$ cat config.mk
export PLATFORM = sky130hd
export DESIGN_NAME = serial_cfg_regs
export DESIGN_NICKNAME = d
export VERILOG_FILES = /design/src/rtl/scr_pkg.sv /design/src/rtl/scr_mode_reg.sv /design/src/rtl/scr_rst_seq.sv /design/src/rtl/scr_ctrl_reg.sv /design/src/rtl/scr_rdmux.sv /design/src/rtl/serial_cfg_regs.sv
export SDC_FILE = /design/constraint.sdc
export NUM_CORES = 1
export LEC_CHECK = 0
export CAP_MARGIN = 10
export CORE_AREA = 2 2 39 41
export DETAILED_ROUTE_END_ITERATION = 10
export DIE_AREA = 0 0 41 43
export DONT_BUFFER_PORTS = 1
export GPL_ROUTABILITY_DRIVEN = 0
export PLACE_DENSITY_LB_ADDON = 0.15
export SYNTH_ARGS = -nofsm -noshare
export SYNTH_HDL_FRONTEND = slang
export SYNTH_SLANG_ARGS = --single-unit
export TNS_END_PERCENT = 20
$ cat constraint.sdc
create_clock -name clk -period 1.95 [get_ports clk]
set_input_delay 0.39 -clock clk [delete_from_list [all_inputs] [get_ports clk]]
set_output_delay 0.39 -clock clk [all_outputs]
set_load 0.02 [all_outputs]
$ cat src/rtl/scr_pkg.sv
package scr_pkg;
  localparam int MODE_ROLE_BIT = 0;
  localparam int MODE_XFER_LO  = 2;
  localparam int MODE_XFER_HI  = 3;
  localparam int CTRL_EN_BIT   = 0;
  localparam int CTRL_SRST_BIT = 1;
  localparam int CTRL_SS_BIT   = 2;
  localparam int CTRL_DIR_BIT  = 3;
  localparam int ADR_MODE      = 0;
  localparam int ADR_CTRL      = 1;

  typedef enum logic [1:0] {
    XM_SINGLE = 2'd0,
    XM_DUAL   = 2'd1,
    XM_QUAD   = 2'd2,
    XM_RSVD   = 2'd3
  } xfer_mode_e;
endpackage

$ cat src/rtl/scr_mode_reg.sv
module scr_mode_reg
  import scr_pkg::*;
#(
  parameter int DW = 16
) (
  input  logic          clk,
  input  logic          rst,
  input  logic          we_i,
  input  logic          lock_i,
  input  logic [DW-1:0] wdata_i,
  output logic          role_o,
  output xfer_mode_e    xmode_o
);
  always_ff @(posedge clk) begin
    if (rst) begin
      role_o  <= 1'b0;
      xmode_o <= XM_SINGLE;
    end else if (we_i && !lock_i) begin
      role_o  <= wdata_i[MODE_ROLE_BIT];
      xmode_o <= xfer_mode_e'(wdata_i[MODE_XFER_HI:MODE_XFER_LO]);
    end
  end

  AST_MODE_LOCKED: assert property (@(posedge clk) disable iff (rst)
    lock_i |=> ($stable(role_o) && $stable(xmode_o)));
endmodule

$ cat src/rtl/scr_rst_seq.sv
module scr_rst_seq #(
  parameter int CYCLES = 3,
  localparam int CW = $clog2(CYCLES + 1)
) (
  input  logic clk,
  input  logic rst,
  input  logic start_i,
  output logic busy_o
);
  logic [CW-1:0] cnt_q, cnt_d;

  always_comb begin
    if (start_i)           cnt_d = CW'(CYCLES);
    else if (cnt_q != '0)  cnt_d = cnt_q - 1'b1;
    else                   cnt_d = '0;
  end

  always_ff @(posedge clk) begin
    if (rst) begin
      cnt_q  <= '0;
      busy_o <= 1'b0;
    end else begin
      cnt_q  <= cnt_d;
      busy_o <= (cnt_d != '0);
    end
  end

  AST_RST_START: assert property (@(posedge clk) disable iff (rst)
    start_i |=> busy_o);
  AST_RST_END: assert property (@(posedge clk) disable iff (rst)
    (!start_i && cnt_q == CW'(1)) |=> !busy_o);
endmodule

$ cat src/rtl/scr_ctrl_reg.sv
module scr_ctrl_reg
  import scr_pkg::*;
#(
  parameter int DW = 16
) (
  input  logic          clk,
  input  logic          rst,
  input  logic          we_i,
  input  logic [DW-1:0] wdata_i,
  output logic          dir_o,
  output logic          ss_o,
  output logic          en_o,
  output logic          srst_start_o
);
  assign srst_start_o = we_i && wdata_i[CTRL_SRST_BIT];

  always_ff @(posedge clk) begin
    if (rst) begin
      dir_o <= 1'b0;
      ss_o  <= 1'b1;
      en_o  <= 1'b0;
    end else if (we_i) begin
      dir_o <= wdata_i[CTRL_DIR_BIT];
      ss_o  <= wdata_i[CTRL_SS_BIT];
      en_o  <= wdata_i[CTRL_EN_BIT];
    end
  end

  AST_EN_FOLLOWS: assert property (@(posedge clk) disable iff (rst)
    we_i |=> (en_o == $past(wdata_i[CTRL_EN_BIT])));
  AST_SS_HOLD: assert property (@(posedge clk) disable iff (rst)
    !we_i |=> $stable(ss_o));
endmodule

$ cat src/rtl/scr_rdmux.sv
module scr_rdmux
  import scr_pkg::*;
#(
  parameter int DW = 16,
  parameter int AW = 2
) (
  input  logic          clk,
  input  logic          rst,
  input  logic          rd_i,
  input  logic [AW-1:0] addr_i,
  input  logic          role_i,
  input  xfer_mode_e    xmode_i,
  input  logic          dir_i,
  input  logic          ss_i,
  input  logic          busy_i,
  input  logic          en_i,
  output logic [DW-1:0] rdata_o
);
  always_comb begin
    rdata_o = '0;
    if (rd_i) begin
      if (addr_i == AW'(ADR_MODE)) begin
        rdata_o[MODE_ROLE_BIT]              = role_i;
        rdata_o[MODE_XFER_HI:MODE_XFER_LO]  = xmode_i;
      end else if (addr_i == AW'(ADR_CTRL)) begin
        rdata_o[CTRL_DIR_BIT]  = dir_i;
        rdata_o[CTRL_SS_BIT]   = ss_i;
        rdata_o[CTRL_SRST_BIT] = busy_i;
        rdata_o[CTRL_EN_BIT]   = en_i;
      end
    end
  end

  AST_RSVD_ZERO: assert property (@(posedge clk) disable iff (rst)
    rdata_o[DW-1:4] == '0);
  AST_RD_IDLE_ZERO: assert property (@(posedge clk) disable iff (rst)
    !rd_i |-> (rdata_o == '0));
endmodule

$ cat src/rtl/serial_cfg_regs.sv
module serial_cfg_regs
  import scr_pkg::*;
#(
  parameter int DW         = 16,
  parameter int AW         = 2,
  parameter int RST_CYCLES = 3
) (
  input  logic          clk,
  input  logic          rst,
  input  logic [AW-1:0] bus_addr,
  input  logic          bus_wr,
  input  logic          bus_rd,
  input  logic [DW-1:0] bus_wdata,
  output logic [DW-1:0] bus_rdata,
  input  logic          mm_mode_i,
  input  logic          eng_ss_i,
  output logic          role_master_o,
  output logic [1:0]    xfer_mode_o,
  output logic          dir_in_o,
  output logic          ss_level_o,
  output logic          clk_en_o,
  output logic          eng_rst_o
);
  logic       we_mode, we_ctrl, dir_q, ss_q, en_q, srst_start, ss_rd;
  xfer_mode_e xmode;

  assign we_mode = bus_wr && (bus_addr == AW'(ADR_MODE));
  assign we_ctrl = bus_wr && (bus_addr == AW'(ADR_CTRL));

  scr_mode_reg #(.DW(DW)) u_mode (
    .clk(clk), .rst(rst), .we_i(we_mode), .lock_i(en_q),
    .wdata_i(bus_wdata), .role_o(role_master_o), .xmode_o(xmode)
  );

  scr_ctrl_reg #(.DW(DW)) u_ctrl (
    .clk(clk), .rst(rst), .we_i(we_ctrl), .wdata_i(bus_wdata),
    .dir_o(dir_q), .ss_o(ss_q), .en_o(en_q), .srst_start_o(srst_start)
  );

  scr_rst_seq #(.CYCLES(RST_CYCLES)) u_rst (
    .clk(clk), .rst(rst), .start_i(srst_start), .busy_o(eng_rst_o)
  );

  assign ss_rd = mm_mode_i ? eng_ss_i : ss_q;

  scr_rdmux #(.DW(DW), .AW(AW)) u_rd (
    .clk(clk), .rst(rst), .rd_i(bus_rd), .addr_i(bus_addr),
    .role_i(role_master_o), .xmode_i(xmode), .dir_i(dir_q),
    .ss_i(ss_rd), .busy_i(eng_rst_o), .en_i(en_q), .rdata_o(bus_rdata)
  );

  assign xfer_mode_o = xmode;
  assign dir_in_o    = dir_q && ((xmode == XM_DUAL) || (xmode == XM_QUAD));
  assign ss_level_o  = ss_q;
  assign clk_en_o    = en_q;

  AST_DIR_NARROW_OFF: assert property (@(posedge clk) disable iff (rst)
    (xfer_mode_o == 2'd0 || xfer_mode_o == 2'd3) |-> !dir_in_o);
  AST_LOCKED_WHILE_CLOCKED: assert property (@(posedge clk) disable iff (rst)
    (clk_en_o && bus_wr && bus_addr == AW'(ADR_MODE)) |=> $stable(xfer_mode_o));
endmodule

==> reports/metrics.csv, run 1 <==
stage,metric,value,unit
outcome,outcome,"complete, no violations",
layout,area grow syn2layout,-2.68,%
timing,Setup-failing EPs final,0,
grt,GRT Util Overall,0.115,
synth,#FFs+latches synth,9,
placement,hpwl dp,733,um
routing,Vias,360,
power_and_ir_drop,VDD IR max,0.343,mV
floorplanning,core area,1380,um2
floorplanning,Cell Rows,14,
floorplanning,# IOs,47,
layout,nets,88,
synth,"Avg Cell Area, Syn",9.04,um2
synth,Syn Inst Count,62,
setup_path,crit-path cells,mux2i_1 > a211oi_1 > buf_4,
power_and_ir_drop,Leak Pwr,0.228,nW
clock_tree,cts repair resizes,0,
placement,Buffers on Ports,0,
routing,final wirelength,889,um
layout,diode count,0,
routing,final antenna-violating net count,0,
timing,RSZ-0062 raised after global routing,false,
layout,post-route cell area,546,um2
synth,Synth cell types,17,
layout,share of cells above drive strength 1,0.0952,
timing,Final WS setup,295,ps
grt,GRT Residual Overflow,0,
clock_tree,"Setup Fix Bufs, Post-CTS",0,
routing,drt first pass iters,4,
timing,Tmin final,1650,ps
synth,Ys Warns,0,
floorplanning,area of the die,1760,um2
clock_tree,clk sink count,9,
timing,period utilisation layout,0.849,
routing,drt wl/cell,11.3,um
power_and_ir_drop,pwr/cell area,719,nW/um2
flow_run,Max-Cap Viols,0,
grt,initial antenna violation count,0,
layout,Final Util,0.394,
layout,Post-Layout Cell Count,79,
placement,dpl cells,75,
timing,Final Skew,0.167,ps
clock_tree,CTS Buf Count,3,
setup_path,CP top delay family,flip-flops,
timing,f_max,604,MHz
setup_path,worst reg-to-reg setup slack,800,ps
setup_path,slowest CP cell,dfxtp_1,
clock_tree,CTS hold repair buffers,0,
routing,DRC errors left,0,
grt,vias in the first global route,293,
clock_tree,H-tree levels,1,
setup_path,CP bufs+invs,1,
grt,largest net degree at the start of global routing,14,
setup_path,critical path's largest stage delay,480,ps
timing,Fin. Hold Viols,0,
placement,pre-CTS setup slack,559,ps
clock_tree,Root Driver,clkbuf_4,
floorplanning,Die X,41,um
setup_path,element type at the critical path start,flop,
power_and_ir_drop,Overall Power,0.392,mW
placement,Post-DP Area,518,um2
floorplanning,Starting Density,0.405,
clock_tree,clk_lat worst skew,260,ps
clock_tree,TritonCTS clock tree,built,
grt,global-route wire length before repair,1.28,mm
timing,max-slew violation count,0,
clock_tree,clock buffer depth,2,
synth,register area share after synthesis,0.321,
setup_path,crit path capture type,primary output,
timing,final setup TNS,0,ps
clock_tree,"CTS clk-pin slew, worst paths",60,ps
routing,via/cell ratio,4.56,
hold_path,Worst Hold Class,in2reg,
floorplanning,Die Height,43,um
setup_path,crit-path max FO,3,
synth,mapped cell area,561,um2
setup_path,Worst EP arrival,1260,ps
timing,hold_ws,193,ps
setup_path,CP required,1560,ps
setup_path,WS Path Type,reg2out,
routing,DR iter-0 viols,3,
[path summary, 6_finish.rpt]
| kind | from | cells after the start | end |
|---|---|---|---|
| min reg2reg | u_rst.cnt_q[0] | 2 | u_rst.cnt_q[1] |
| max reg2reg | u_ctrl.en_o | 2 | u_mode.xmode_o[0] |
| min | rst | 1 | u_rst.cnt_q[1] |
| max | u_ctrl.ss_o | 3 | bus_rdata[2] |
[synthesized netlist by cell type]
cell      count  area, um2
buf_4        12       90.1
nor4b_4       1       23.8
xor2_1        1       8.76
and3b_1       1       8.76
buf_2         2       10.0
and2_1        1       6.26
conb_1        1       3.75
inv_1         1       3.75
nand4b_1      1       8.76
a21oi_1       3       15.0
nand2b_1     10       62.6
dfxtp_1       9        180
nand2_1       2       7.51
mux2i_1       9       90.1
nor2_1        6       22.5
a211oi_1      1       7.51
buf_6         1       11.3
[where the power goes]
| part | leakage, nW | switching (mW) | internal, mW |
|---|---|---|---|
| clock network | 0.0177 | 0.0674 | 0.0757 |
| registers | 0.0731 | 0.0110 | 0.190 |
| logic | 0.137 | 0.0319 | 0.0166 |
[area by class of cell]
type	instances	area, um2
Sequential cell	9	180
Tap cell	16	20.0
Inverter	1	3.75
Clock buffer	3	22.5
Timing Repair Buffer	1	7.51
Fill cell	146	838
Multi-Input combinational cell	48	307
Clock inverter	1	5.00
[sequential cells by signal, indices dropped and copies added, names as in the netlist]
| register | flops |
|---|---|
| u_ctrl.ss_o | 1 |
| u_mode.xmode_o | 2 |
| u_rst.cnt_q | 2 |
| u_ctrl.en_o | 1 |
| u_ctrl.dir_o | 1 |
| u_rst.busy_o | 1 |
| u_mode.role_o | 1 |
[worst register-to-register path, delay by kind of cell (launching register included)]
kind	cells	cell delay (ps)
AND/OR/NAND/NOR	1	450
flip-flops	1	420
multiplexers	1	220
[logic make-up after synthesis]
logic type / after synthesis / share of synthesized area
muxes: 9 / 0.161
DFF: 9 / 0.321
other: 1 / 0.00669
xor gates and xnor gates: 1 / 0.0156
buffers and inverters: 16 / 0.205
AOI/OAI and AO/OA: 4 / 0.0402
and+or+nand+nor: 22 / 0.250
[layout by cell type (no fill, tap or decap), drive strengths merged]
cell,netlist,final
conb,1,12
nand2b,10,10
mux2i,9,9
dfxtp,9,9
nor2,6,6
a21oi,3,3
clkbuf,0,3
nand2,2,2
a211oi,1,1
xor2,1,1
and2,1,1
and3b,1,1
nand4b,1,1
inv,1,1
nor4b,1,1
clkinv,0,1
buf,15,1
[layer usage]
layer	global-route usage	wire length (um)	vias up
met1	0.145	372	150
met2	0.138	396	22
li1	-	-	183
met5	0	0	-
met3	0.0419	87	5
met4	0.120	33	0
Power figures use the tool's default switching activity.
==> run 2, diff against run 1 <==
clock period = 1.6 ns   (was 1.95 ns; I/O delays follow)
==> run 2 against run 1 <==
Via count rose by 5.0%. Largest cell class unchanged. Critical path type unchanged. Final cell count rose by 3.8%. Worst setup slack got worse by 190 ps. Clock power rose by 22%. Die area did not move. Combinational power rose by 40%. Clock-buffer cell count did not move. Sequential cell count did not move. Final area rose by 4.6%. Utilization rose by 1.8 points. Sequential share of layout area fell by 1.4 points.
==> reports/metrics.csv, run 2 (synthesized netlist as in run 1, its figures left out) <==
stage,metric,value,unit,change
outcome,outcome,"complete, no violations",,
floorplanning,Starting Density,0.405,,unchanged
grt,global-route wire length before repair,1.37,mm,+6.5%
setup_path,element type at the critical path start,flop,,
grt,largest net degree at the start of global routing,14,,unchanged
grt,initial antenna violation count,0,,unchanged
placement,hpwl dp,754,um,+3.0%
layout,area of the multi-input gates,309,um2,+0.82%
hold_path,Worst Hold Class,in2reg,,
power_and_ir_drop,Combinational Power Share,0.141,,+0.017
layout,"commonest non-fill, non-tap cell in the layout",conb_1,,
placement,dpl cells,78,,+4.0%
power_and_ir_drop,pwr/cell area,846,nW/um2,+18%
layout,area occupied by registers,180,um2,unchanged
floorplanning,Die Height,43,um,unchanged
clock_tree,CTS Buf Count,3,,unchanged
timing,Fin. Hold Viols,0,,unchanged
setup_path,critical path's largest stage delay,530,ps,+50 ps
floorplanning,area of the die,1760,um2,unchanged
clock_tree,Root Driver,clkbuf_4,,
power_and_ir_drop,Clock power frac,0.362,,-0.003
timing,Setup-failing EPs final,0,,unchanged
timing,Final Skew,0.160,ps,-0.00744 ps
hold_path,Hold Crit Depth,1,,unchanged
timing,max-slew violation count,0,,unchanged
timing,f_max,669,MHz,
setup_path,Worst EP arrival,1180,ps,-80 ps
floorplanning,# IOs,47,,unchanged
layout,area grow syn2layout,1.79,%,
power_and_ir_drop,Leak Pwr,0.243,nW,+6.5%
timing,Tmin final,1500,ps,
layout,Post-Layout Cell Count,82,,+3.8%
routing,drt wl/cell,11.0,um,-1.8%
setup_path,R2R cell count,2,,unchanged
routing,final wirelength,906,um,+1.9%
power_and_ir_drop,internal power,0.347,mW,+23%
placement,Post-DP Area,541,um2,+4.3%
routing,Vias,378,,+5.0%
layout,share of cells above drive strength 1,0.152,,+0.0563
power_and_ir_drop,VDD IR max,0.343,mV,about the same
timing,final setup TNS,0,ps,unchanged
clock_tree,H-tree levels,1,,unchanged
setup_path,CP required,1280,ps,-280 ps
timing,period utilisation layout,0.935,,
placement,Buffers on Ports,0,,unchanged
grt,GRT Residual Overflow,0,,unchanged
setup_path,slowest CP cell,dfxtp_1,,
clock_tree,clk sink count,9,,unchanged
layout,fillers,152,,+4.1%
setup_path,CP bufs+invs,0,,-1
routing,DRC errors left,0,,unchanged
timing,RSZ-0062 raised after global routing,false,,
layout,post-route cell area,571,um2,+4.6%
power_and_ir_drop,Reg power frac,0.497,,-0.015
grt,GRT Util Overall,0.119,,+0.00404
layout,diode count,0,,unchanged
setup_path,WS Path Type,reg2out,,
layout,biggest regs,"u_mode.xmode_o (2), u_rst.cnt_q (2)",,
power_and_ir_drop,Net Sw Frac,0.281,,about the same
routing,via/cell ratio,4.61,,+1.2%
power_and_ir_drop,switching power,0.136,mW,+23%
setup_path,crit-path max FO,4,,+1
flow_run,Max-Cap Viols,0,,unchanged
floorplanning,Die X,41,um,unchanged
routing,drt first pass iters,4,,unchanged
setup_path,CP top delay family,flip-flops,,
setup_path,crit-path cells,mux2i_1 > nor2_2,,
grt,vias in the first global route,309,,+5.5%
clock_tree,TritonCTS clock tree,built,,
routing,DR iter-0 viols,6,,+3
clock_tree,"CTS clk-pin slew, worst paths",60,ps,about the same
routing,final antenna-violating net count,0,,unchanged
clock_tree,clock buffer depth,2,,unchanged
setup_path,CP Depth,2,,-1
clock_tree,clk_lat worst skew,260,ps,about the same
layout,"commonest non-fill, non-tap cells in the layout","conb_1 (12), nand2b_1 (10), mux2i_1 (9), dfxtp_1 (9), nor2_1 (5)",,
layout,nets,91,,+3.4%
floorplanning,core area,1380,um2,unchanged
floorplanning,Cell Rows,14,,unchanged
setup_path,crit path capture type,primary output,,
==> run 2: final timing paths <==
kind,slack [ps],to,from
worst min register to register,450,u_rst.cnt_q[1],u_rst.cnt_q[0]
worst max register to register,450,u_mode.xmode_o[1],u_ctrl.en_o
worst max-delay path,100,bus_rdata[0],u_ctrl.en_o
worst min-delay path,120,u_rst.cnt_q[1],rst
==> run 2: layout make-up <==
class,count,area share
Multi-Input combinational cell,48,0.542
Sequential cell,9,0.316
Timing Repair Buffer,4,0.0526
Clock buffer,3,0.0395
Tap cell,16,0.0351
Clock inverter,1,0.00877
Inverter,1,0.00658
==> run 2: repair_timing <==
item	in CTS	in global routing
hold buffers	0	0
resized for setup	0	1
hold endpoints to repair	0	0
buffers inserted	0	0
setup endpoints to repair	0	1
==> run 2: power by group through the flow <==
stage / sequential [mW] / clock [mW] / combinational (mW)
6_report: 0.240 / 0.174 / 0.0681
5_1_grt: 0.241 / 0.191 / 0.0754
4_1_cts: 0.240 / 0.180 / 0.0680
3_5_place_dp: 0.245 / 0 / 0.0679
3_3_place_gp: 0.245 / 0 / 0.0674
2_1_floorplan: 0.248 / 0 / 0.0858
==> run 2: stage by stage <==
stage	worst slack, ps	util	power (mW)	hold slack, ps
global placement	300	0.391	0.312	390
global route	55.1	0.412	0.508	111
finish	105	0.412	0.483	120
floorplan	154	-	0.334	438
CTS	11.7	0.410	0.488	114
detailed placement	300	0.391	0.313	392
==> run 2: layer usage <==
layer	routed length (um)	up-vias	global-route usage
met5	0	-	0
met4	10	0	0.100
met3	100	2	0.0314
met2	441	24	0.159
met1	355	169	0.151
li1	-	183	-
==> run 3, diff against run 2 <==
RECOVER_POWER = 50   (was unset)
==> run 3 against run 2 <==
Sequential share of layout area increased by 0.21 points. Sequential power about the same. Via count down 0.79%. Final area is 0.66% lower. Clock-buffer cell count unchanged. Critical path type unchanged.
==> reports/metrics.csv, run 3 (synthesized netlist as in run 1, its figures left out) <==
stage,metric,value,unit,change
routing,via/cell ratio,4.57,,-0.79%
power_and_ir_drop,VDD IR max,0.343,mV,about the same
power_and_ir_drop,Overall Power,0.481,mW,-0.31%
hold_path,Hold Crit Depth,1,,unchanged
routing,DRC errors left,0,,unchanged
floorplanning,area of the die,1760,um2,unchanged
grt,initial antenna violation count,0,,unchanged
clock_tree,CTS hold repair buffers,0,,unchanged
layout,fillers,152,,unchanged
floorplanning,Die X,41,um,unchanged
setup_path,crit-path max FO,4,,unchanged
setup_path,Worst EP arrival,1170,ps,about the same
routing,drt first pass iters,4,,unchanged
setup_path,CP bufs+invs,0,,unchanged
clock_tree,TritonCTS clock tree,built,,
timing,Tmin final,1490,ps,-0.800 ps
clock_tree,Root Driver,clkbuf_4,,
floorplanning,Cell Rows,14,,unchanged
grt,GRT Util Overall,0.119,,unchanged
grt,largest net degree at the start of global routing,14,,unchanged
outcome,outcome,"complete, no violations",,
routing,DR iter-0 viols,6,,unchanged
timing,f_max,669,MHz,about the same
layout,area grow syn2layout,1.12,%,
grt,grt peak-use layer,met2,,
timing,Fin. Hold Viols,0,,unchanged
clock_tree,CTS Buf Count,3,,unchanged
timing,final setup TNS,0,ps,unchanged
timing,Setup-failing EPs final,0,,unchanged
clock_tree,"CTS clk-pin slew, worst paths",60,ps,about the same
placement,Buffers on Ports,0,,unchanged
setup_path,slowest CP cell,dfxtp_1,,
grt,GRT Residual Overflow,0,,unchanged
routing,Vias,375,,-0.79%
layout,nets,91,,unchanged
setup_path,crit-path cells,mux2i_1 > nor2_2,,
grt,vias in the first global route,309,,unchanged
setup_path,element type at the critical path start,flop,,
routing,final antenna-violating net count,0,,unchanged
clock_tree,clk sink count,9,,unchanged
setup_path,WS Path Type,reg2out,,
layout,diode count,0,,unchanged
placement,hpwl dp,754,um,unchanged
grt,global-route wire length before repair,1.37,mm,unchanged
routing,drt wl/cell,11.1,um,+0.22%
grt,grt met3 use,0.0314,,unchanged
setup_path,critical path's largest stage delay,530,ps,about the same
layout,"commonest non-fill, non-tap cells in the layout","conb_1 (12), nand2b_1 (10), mux2i_1 (9), dfxtp_1 (9), nor2_1 (5)",,
timing,period utilisation layout,0.934,,about the same
floorplanning,Die Height,43,um,unchanged
setup_path,CP Depth,2,,unchanged
grt,M2 GR Usage,0.159,,unchanged
setup_path,CP required,1280,ps,about the same
layout,"commonest non-fill, non-tap cell in the layout",conb_1,,
setup_path,R2R cell count,2,,unchanged
hold_path,Worst Hold Class,in2reg,,
floorplanning,# IOs,47,,unchanged
layout,share of cells above drive strength 1,0.136,,-0.0152
timing,max-slew violation count,0,,unchanged
routing,final wirelength,908,um,+0.22%
floorplanning,core area,1380,um2,unchanged
power_and_ir_drop,pwr/cell area,849,nW/um2,+0.35%
clock_tree,clk_lat worst skew,260,ps,about the same
flow_run,Max-Cap Viols,0,,unchanged
grt,grt met1 use,0.151,,unchanged
setup_path,crit path capture type,primary output,,
layout,biggest regs,"u_mode.xmode_o (2), u_rst.cnt_q (2)",,
timing,Final Skew,0.0952,ps,-0.0647 ps
timing,RSZ-0062 raised after global routing,false,,
power_and_ir_drop,Leak Pwr,0.240,nW,-1.3%
clock_tree,H-tree levels,1,,unchanged
setup_path,CP top delay family,flip-flops,,
clock_tree,clock buffer depth,2,,unchanged
floorplanning,Starting Density,0.405,,unchanged
## run 3: layer usage
metal  share of wire  wire [um]
met1            0.40        361
met3           0.099         90
met4           0.011         10
met5               0          0
met2            0.49        445
## run 3: worst paths after layout
check	endpoint	startpoint	slack, ps
min reg2reg	u_rst.cnt_q[1]	u_rst.cnt_q[0]	450
max reg2reg	u_mode.xmode_o[1]	u_ctrl.en_o	450
min	u_rst.cnt_q[1]	rst	120
max	bus_rdata[0]	u_ctrl.en_o	110
## run 3: repair_timing
action                                  in CTS  in global routing
endpoints found under the setup margin       0                  1
resized for setup                            0                  1
buffers inserted                             0                  0
## run 3: per-stage QoR
stage | std cells | instance area (um2) | utilization | hold WS [ps] | setup WS, ps
after detailed placement | 78 | 541 | 0.391 | 392 | 300
after global routing | 82 | 567 | 0.410 | 111 | 55.1
after floorplan | 73 | 602 | - | 438 | 154
after global placement | 78 | 541 | 0.391 | 390 | 300
final | 82 | 567 | 0.410 | 121 | 106
after CTS | 82 | 568 | 0.410 | 114 | 11.7
## run 3: power breakdown
group | internal, mW | switching (mW)
logic | 0.0227 | 0.0446
clock network | 0.0922 | 0.0815
registers | 0.231 | 0.00887
total | 0.346 | 0.135
## run 3: worst reg2reg max path, stage by stage (launching register included)
cell,delay [ps]
dfxtp_1,420
nor4b_4,450
mux2i_1,210
## run 3: final cells by class
cell class                 instances  area [um2]  area share
clock inverter                     1        5.00     0.00883
inverter                           1        3.75     0.00662
timing repair buffer               4        26.3      0.0464
sequential                         9         180       0.318
clock buffer                       3        22.5      0.0397
tap                               16        20.0      0.0353
multi-input combinational         48         309       0.545
